File: src/rtl/btb_pkg.sv
package btb_pkg;

    typedef enum logic [1:0] {
        CTR_STRONG_NT = 2'b00,
        CTR_WEAK_NT   = 2'b01,
        CTR_WEAK_T    = 2'b10,
        CTR_STRONG_T  = 2'b11
    } ctr_e;

    localparam ctr_e CTR_ON_ALLOC = CTR_WEAK_T;
    localparam int   PC_STEP      = 4;
    localparam int   ALIGN_BITS   = 2;

    function automatic ctr_e ctr_train(input ctr_e cur, input logic taken);
        ctr_e nxt;
        nxt = cur;
        if (taken) begin
            if (cur != CTR_STRONG_T) nxt = ctr_e'(cur + 2'd1);
        end else begin
            if (cur != CTR_STRONG_NT) nxt = ctr_e'(cur - 2'd1);
        end
        return nxt;
    endfunction

    function automatic logic ctr_says_taken(input ctr_e cur);
        return cur[1];
    endfunction

endpackage

File: src/rtl/btb_table.sv
module btb_table
    import btb_pkg::*;
#(
    parameter int ADDR_W = 32,
    parameter int IDX_W  = 4
) (
    input  logic              clk,
    input  logic              rst,
    input  logic [IDX_W-1:0]  rd_idx,
    output logic              rd_valid,
    output logic [ADDR_W-1:0] rd_tag,
    output logic [ADDR_W-1:0] rd_target,
    output ctr_e              rd_ctr,
    input  logic [IDX_W-1:0]  tr_idx,
    output logic              tr_valid,
    output logic [ADDR_W-1:0] tr_tag,
    output logic [ADDR_W-1:0] tr_target,
    output ctr_e              tr_ctr,
    input  logic              wr_en,
    input  logic [IDX_W-1:0]  wr_idx,
    input  logic [ADDR_W-1:0] wr_tag,
    input  logic [ADDR_W-1:0] wr_target,
    input  ctr_e              wr_ctr
);
    localparam int DEPTH = 1 << IDX_W;

    logic              valid_q  [DEPTH];
    logic [ADDR_W-1:0] tag_q    [DEPTH];
    logic [ADDR_W-1:0] target_q [DEPTH];
    ctr_e              ctr_q    [DEPTH];

    for (genvar e = 0; e < DEPTH; e++) begin : g_entry
        logic sel;
        assign sel = wr_en && (wr_idx == IDX_W'(e));

        always_ff @(posedge clk) begin
            if (rst) begin
                valid_q[e] <= 1'b0;
            end else if (sel) begin
                valid_q[e] <= 1'b1;
            end
        end

        always_ff @(posedge clk) begin
            if (sel) begin
                tag_q[e]    <= wr_tag;
                target_q[e] <= wr_target;
                ctr_q[e]    <= wr_ctr;
            end
        end
    end

    assign rd_valid  = valid_q[rd_idx];
    assign rd_tag    = tag_q[rd_idx];
    assign rd_target = target_q[rd_idx];
    assign rd_ctr    = ctr_q[rd_idx];

    assign tr_valid  = valid_q[tr_idx];
    assign tr_tag    = tag_q[tr_idx];
    assign tr_target = target_q[tr_idx];
    assign tr_ctr    = ctr_q[tr_idx];

endmodule

File: src/rtl/btb_lookup.sv
module btb_lookup
    import btb_pkg::*;
#(
    parameter int ADDR_W = 32
) (
    input  logic [ADDR_W-1:0] pc,
    input  logic              ent_valid,
    input  logic [ADDR_W-1:0] ent_tag,
    input  logic [ADDR_W-1:0] ent_target,
    input  ctr_e              ent_ctr,
    output logic              hit,
    output logic              taken,
    output logic [ADDR_W-1:0] target,
    output logic [ADDR_W-1:0] next_pc
);
    always_comb begin
        hit     = ent_valid && (ent_tag == pc);
        taken   = hit && ctr_says_taken(ent_ctr);
        target  = hit ? ent_target : '0;
        next_pc = taken ? ent_target : pc + ADDR_W'(PC_STEP);
    end
endmodule

File: src/rtl/btb_train.sv
module btb_train
    import btb_pkg::*;
#(
    parameter int ADDR_W = 32
) (
    input  logic              upd_valid,
    input  logic [ADDR_W-1:0] upd_pc,
    input  logic              upd_taken,
    input  logic [ADDR_W-1:0] upd_target,
    input  logic              ent_valid,
    input  logic [ADDR_W-1:0] ent_tag,
    input  logic [ADDR_W-1:0] ent_target,
    input  ctr_e              ent_ctr,
    output logic              wr_en,
    output logic [ADDR_W-1:0] wr_tag,
    output logic [ADDR_W-1:0] wr_target,
    output ctr_e              wr_ctr
);
    logic match;

    always_comb begin
        match     = ent_valid && (ent_tag == upd_pc);
        wr_en     = 1'b0;
        wr_tag    = upd_pc;
        wr_target = ent_target;
        wr_ctr    = ent_ctr;
        if (upd_valid) begin
            if (match) begin
                wr_en  = 1'b1;
                wr_ctr = ctr_train(ent_ctr, upd_taken);
                if (upd_taken) wr_target = upd_target;
            end else if (upd_taken) begin
                wr_en     = 1'b1;
                wr_target = upd_target;
                wr_ctr    = CTR_ON_ALLOC;
            end
        end
    end
endmodule

File: src/rtl/btb_predictor.sv
module btb_predictor
    import btb_pkg::*;
#(
    parameter int ADDR_W = 32,
    parameter int IDX_W  = 4
) (
    input  logic              clk,
    input  logic              rst,
    input  logic [ADDR_W-1:0] fetch_pc,
    output logic              pred_hit,
    output logic              pred_taken,
    output logic [ADDR_W-1:0] pred_target,
    output logic [ADDR_W-1:0] next_pc,
    input  logic              upd_valid,
    input  logic [ADDR_W-1:0] upd_pc,
    input  logic              upd_taken,
    input  logic [ADDR_W-1:0] upd_target
);
    localparam int IDX_LO = ALIGN_BITS;
    localparam int IDX_HI = ALIGN_BITS + IDX_W - 1;

    logic [IDX_W-1:0]  look_idx, upd_idx;
    logic              rd_valid, tr_valid, wr_en;
    logic [ADDR_W-1:0] rd_tag, rd_target, tr_tag, tr_target, wr_tag, wr_target;
    ctr_e              rd_ctr, tr_ctr, wr_ctr;

    assign look_idx = fetch_pc[IDX_HI:IDX_LO];
    assign upd_idx  = upd_pc[IDX_HI:IDX_LO];

    btb_table #(.ADDR_W(ADDR_W), .IDX_W(IDX_W)) u_table (
        .clk       (clk),
        .rst       (rst),
        .rd_idx    (look_idx),
        .rd_valid  (rd_valid),
        .rd_tag    (rd_tag),
        .rd_target (rd_target),
        .rd_ctr    (rd_ctr),
        .tr_idx    (upd_idx),
        .tr_valid  (tr_valid),
        .tr_tag    (tr_tag),
        .tr_target (tr_target),
        .tr_ctr    (tr_ctr),
        .wr_en     (wr_en),
        .wr_idx    (upd_idx),
        .wr_tag    (wr_tag),
        .wr_target (wr_target),
        .wr_ctr    (wr_ctr)
    );

    btb_lookup #(.ADDR_W(ADDR_W)) u_lookup (
        .pc         (fetch_pc),
        .ent_valid  (rd_valid),
        .ent_tag    (rd_tag),
        .ent_target (rd_target),
        .ent_ctr    (rd_ctr),
        .hit        (pred_hit),
        .taken      (pred_taken),
        .target     (pred_target),
        .next_pc    (next_pc)
    );

    btb_train #(.ADDR_W(ADDR_W)) u_train (
        .upd_valid  (upd_valid),
        .upd_pc     (upd_pc),
        .upd_taken  (upd_taken),
        .upd_target (upd_target),
        .ent_valid  (tr_valid),
        .ent_tag    (tr_tag),
        .ent_target (tr_target),
        .ent_ctr    (tr_ctr),
        .wr_en      (wr_en),
        .wr_tag     (wr_tag),
        .wr_target  (wr_target),
        .wr_ctr     (wr_ctr)
    );

endmodule

File: config.mk
export PLATFORM = sky130hd
export DESIGN_NAME = btb_predictor
export DESIGN_NICKNAME = d
export VERILOG_FILES = /design/src/rtl/btb_pkg.sv /design/src/rtl/btb_table.sv /design/src/rtl/btb_lookup.sv /design/src/rtl/btb_train.sv /design/src/rtl/btb_predictor.sv
export SDC_FILE = /design/constraint.sdc
export NUM_CORES = 2
export LEC_CHECK = 0
export BUFFER_PORTS_ARGS = -buffer_cell sky130_fd_sc_hd__buf_2
export CORE_UTILIZATION = 35
export DETAILED_ROUTE_END_ITERATION = 8
export PLACE_DENSITY_LB_ADDON = 0.12
export RECOVER_POWER = 25
export SLEW_MARGIN = 20
export SYNTH_ARGS = -nofsm -noshare
export SYNTH_HDL_FRONTEND = slang
export SYNTH_SLANG_ARGS = --single-unit
export TNS_END_PERCENT = 1
File: constraint.sdc
create_clock -name clk -period 8.78 [get_ports clk]
set_clock_uncertainty 0.15 [all_clocks]
set_input_delay 2.195 -clock clk [delete_from_list [all_inputs] [get_ports clk]]
set_output_delay 2.195 -clock clk [all_outputs]
set_load 0.01 [all_outputs]
==> qor.txt <==
Tightest Pin Transition - 3.20 ns
Antenna violations before repair - 18
Placement Rows - 141
Post-synth top area share - 61.7%
Commonest non-fill, non-tap cells in the layout - edfxtp_1 (1071), mux4_2 (519), mux2i_1 (178), buf_2 (130), clkbuf_16 (122)
Asr flop ratio synth - 0%
Root Buffer - clkbuf_16
Routed WL - 182000 µm
Final RePlAce weighted congestion - 0.916
Final instance area - 60200 µm²
CTS tree - built
Clock tree buffer depth - 3
Layout overhead on the synthesized area - 15.5%
Vias in the first global route - 31300
Failing checks - max-capacitance violations, max-slew violations
Die area - 150000 µm²
Crit path time final - 8.51 ns
Status - finished with violations
Synthesized area per cell - 19.3 µm²
Distinct cell type count after synthesis - 81
Crit path capture type - output pin
I/O pin count - 166
Core area - 148000 µm²
Fmax - 0.117 GHz
Critical Path Source - fetch_pc[2]
Worst R2R End - u_table.tag_q[3][16]
Post-DR wirelength/cell - 36.6 µm
CTS Buf Count - 120
Syn_nets - 2801
Die height - 388 µm
Hold Path Class - register to register
Seq/Total Area, Yosys - 61.8%
Worst setup path end - next_pc[0]
GR Overflow Total - 0
CTS Hold Bufs - 0
Buffers inserted by post-CTS timing repair - 0
Resized cells post-CTS - 0
CP max stage cell - a2111oi_0
Setup CP Type - input port to output pin
Final period util - 97.0%
DRC - 0
Via total after detailed routing - 30200
Critical path cell sequence - buf_8 -> buf_4 -> mux4_2 -> mux2i_1 -> xnor2_1 -> a2111oi_0 -> o211a_1 -> nand4_4 -> nor2b_4 -> buf_4 -> mux2_2 -> buf_2
Drt first pass iters - 5
R2R Path Start - u_table.tag_q[11][12]
Antenna Nets Post-Route - 0
Worst EP arrival - 6.17 ns
Final Max Tran Viols - 105
Synth Warn # - 0
Clk pin slew, worst setup/hold paths - 0.06 ns
MaxCap Viol Count - 3
Setup_tns - 0 ns
Placed Instance Area - 56500 µm²
Post-synthesis register bit count - 1072
Die W - 388 µm
Via/cell ratio - 6.06
Primary FF master, synth - edfxtp_1
Startpoint types - input port
Top cells by area, synth - edfxtp_1 (62%), mux4_2 (22%), mux2i_1 (3.4%)
Most frequent CP cell - buf_4
Netlist Area Pre-Place - 52100 µm²
FF-to-FF path depth - 11
Rel. slew slack - -113%
CTS sink cnt - 1072
Iter 0 DRT Violations - 3230
Peak VDD IR - 150 µV
Pin count of the biggest net entering global routing - 87
Final net count - 3059
Fin. Hold Viols - 0
CTS H-tree depth - 3
Number of flops mapped to enable cells by yosys - 1071
Post-Synthesis Cells - 2700
Pleak - 19.4 nW
Most common cell after layout, fill and taps aside - edfxtp_1
Power per cell area - 196 nW/µm²
Flop2flop setup slack - 3.95 ns
I/O Buffers - 165
Synth area leader - edfxtp_1
Post-DP HPWL - 118000 µm
Crit-path max FO - 47
Share of layout cells above drive strength 1 - 35.9%
All-layer global routing usage - 24.1%
Clock latency on the worst-skew pair - 0.74 ns
First-pass GRT wire length - 254000 µm
Initial cell density of the core - 35.3%
Unrepaired setup endpoints after global routing - false
WP data required - 6.44 ns
Final setup vio count - 0
Largest stage delay, worst path - 0.69 ns
[power breakdown]
group / internal (mW) / switching (mW)
logic: 0.455 / 0.724
clock network: 2.79 / 2.07
registers: 5.75 / 0.0244
[worst min-delay path by stage]
| stage | slack, ns | start | depth (start not counted) | end |
|---|---|---|---|---|
| 2_1_floorplan | 0.29 | u_table.valid_q[8] | 2 | u_table.valid_q[8] |
| 3_3_place_gp | 0.35 | u_table.valid_q[8] | 2 | u_table.valid_q[8] |
| 3_5_place_dp | 0.35 | u_table.valid_q[8] | 2 | u_table.valid_q[8] |
| 4_1_cts | 0.37 | u_table.valid_q[8] | 2 | u_table.valid_q[8] |
| 5_1_grt | 0.39 | u_table.valid_q[8] | 2 | u_table.valid_q[8] |
| 6_report | 0.37 | u_table.valid_q[8] | 2 | u_table.valid_q[8] |
[flip-flops by register name (all words and copies together) (netlist names)]
name              count
u_table.tag_q       512
u_table.target_q    512
u_table.ctr_q        32
u_table.valid_q      16
[Yosys cell counts (18+ instances only)]
library cell,instances
edfxtp_1,1071
mux4_2,519
mux2i_1,178
clkbuf_1,79
mux2_2,66
buf_2,64
nand2_1,60
xnor2_1,56
nor2b_1,44
nor2_1,35
a22oi_1,34
xor2_1,33
mux2_1,28
a21oi_1,27
inv_1,27
buf_4,23
o22ai_1,21
buf_1,20
nand3_1,20
nor3_2,20
o21ai_0,18
[metal layers]
| metal | share of wire (%) | track usage, % | wire length [µm] |
|---|---|---|---|
| met5 | 0.047 | 0 | 86 |
| met4 | 3.0 | 6.88 | 5440 |
| met3 | 7.2 | 5.02 | 13100 |
| met2 | 47 | 38.1 | 85600 |
| met1 | 43 | 33.6 | 78100 |
[per-stage QoR]
stage | instances | setup slack, ns | power (mW) | hold WS (ns) | util, %
5_1_grt | 4982 | 0.0605 | 12.1 | 0.391 | 40.7
3_5_place_dp | 4766 | 0.184 | 7.06 | 0.352 | 38.2
2_1_floorplan | 2700 | 0.871 | 6.58 | 0.290 | -
4_1_cts | 4981 | 0.168 | 11.9 | 0.372 | 40.8
3_3_place_gp | 4766 | 0.229 | 7.05 | 0.347 | 38.2
6_report | 4985 | 0.266 | 11.8 | 0.367 | 40.7
[kinds of logic (layout without fill, tap and decap cells)]
| kind of cell | Yosys count | in the layout | share of synthesized area [%] |
|---|---|---|---|
| DFF | 1072 | 1072 | 61.8 |
| muxes | 791 | 791 | 27.9 |
| and+or+nand+nor | 288 | 288 | 3.31 |
| buffers and inverters | 236 | 587 | 2.33 |
| AOI/OAI and AO/OA | 223 | 223 | 3.17 |
| xor gates and xnor gates | 89 | 89 | 1.50 |
| adders and majority gates | 1 | 1 | 0.0240 |
| other | 0 | 4 | 0 |
[final cells by class]
cell class / instances / area [µm²]
multi-input cells: 1392 / 18800
clock buffers: 151 / 3160
fillers: 13100 / 87500
clock inverters: 64 / 566
diodes: 4 / 10.0
well taps: 1930 / 2410
inverters: 30 / 115
flip-flops and latches: 1072 / 32200
repair buffers: 342 / 2900
[worst max-delay path: cells and delay by family]
family                 cells  cell delay (ns)
buffers and inverters      4             1.10
AND/OR/NAND/NOR            2             0.35
multiplexers               3             1.21
AO/OA/AOI/OAI              2             0.95
XOR/XNOR                   1             0.20
Note: power is estimated with default switching activity, not from simulation.
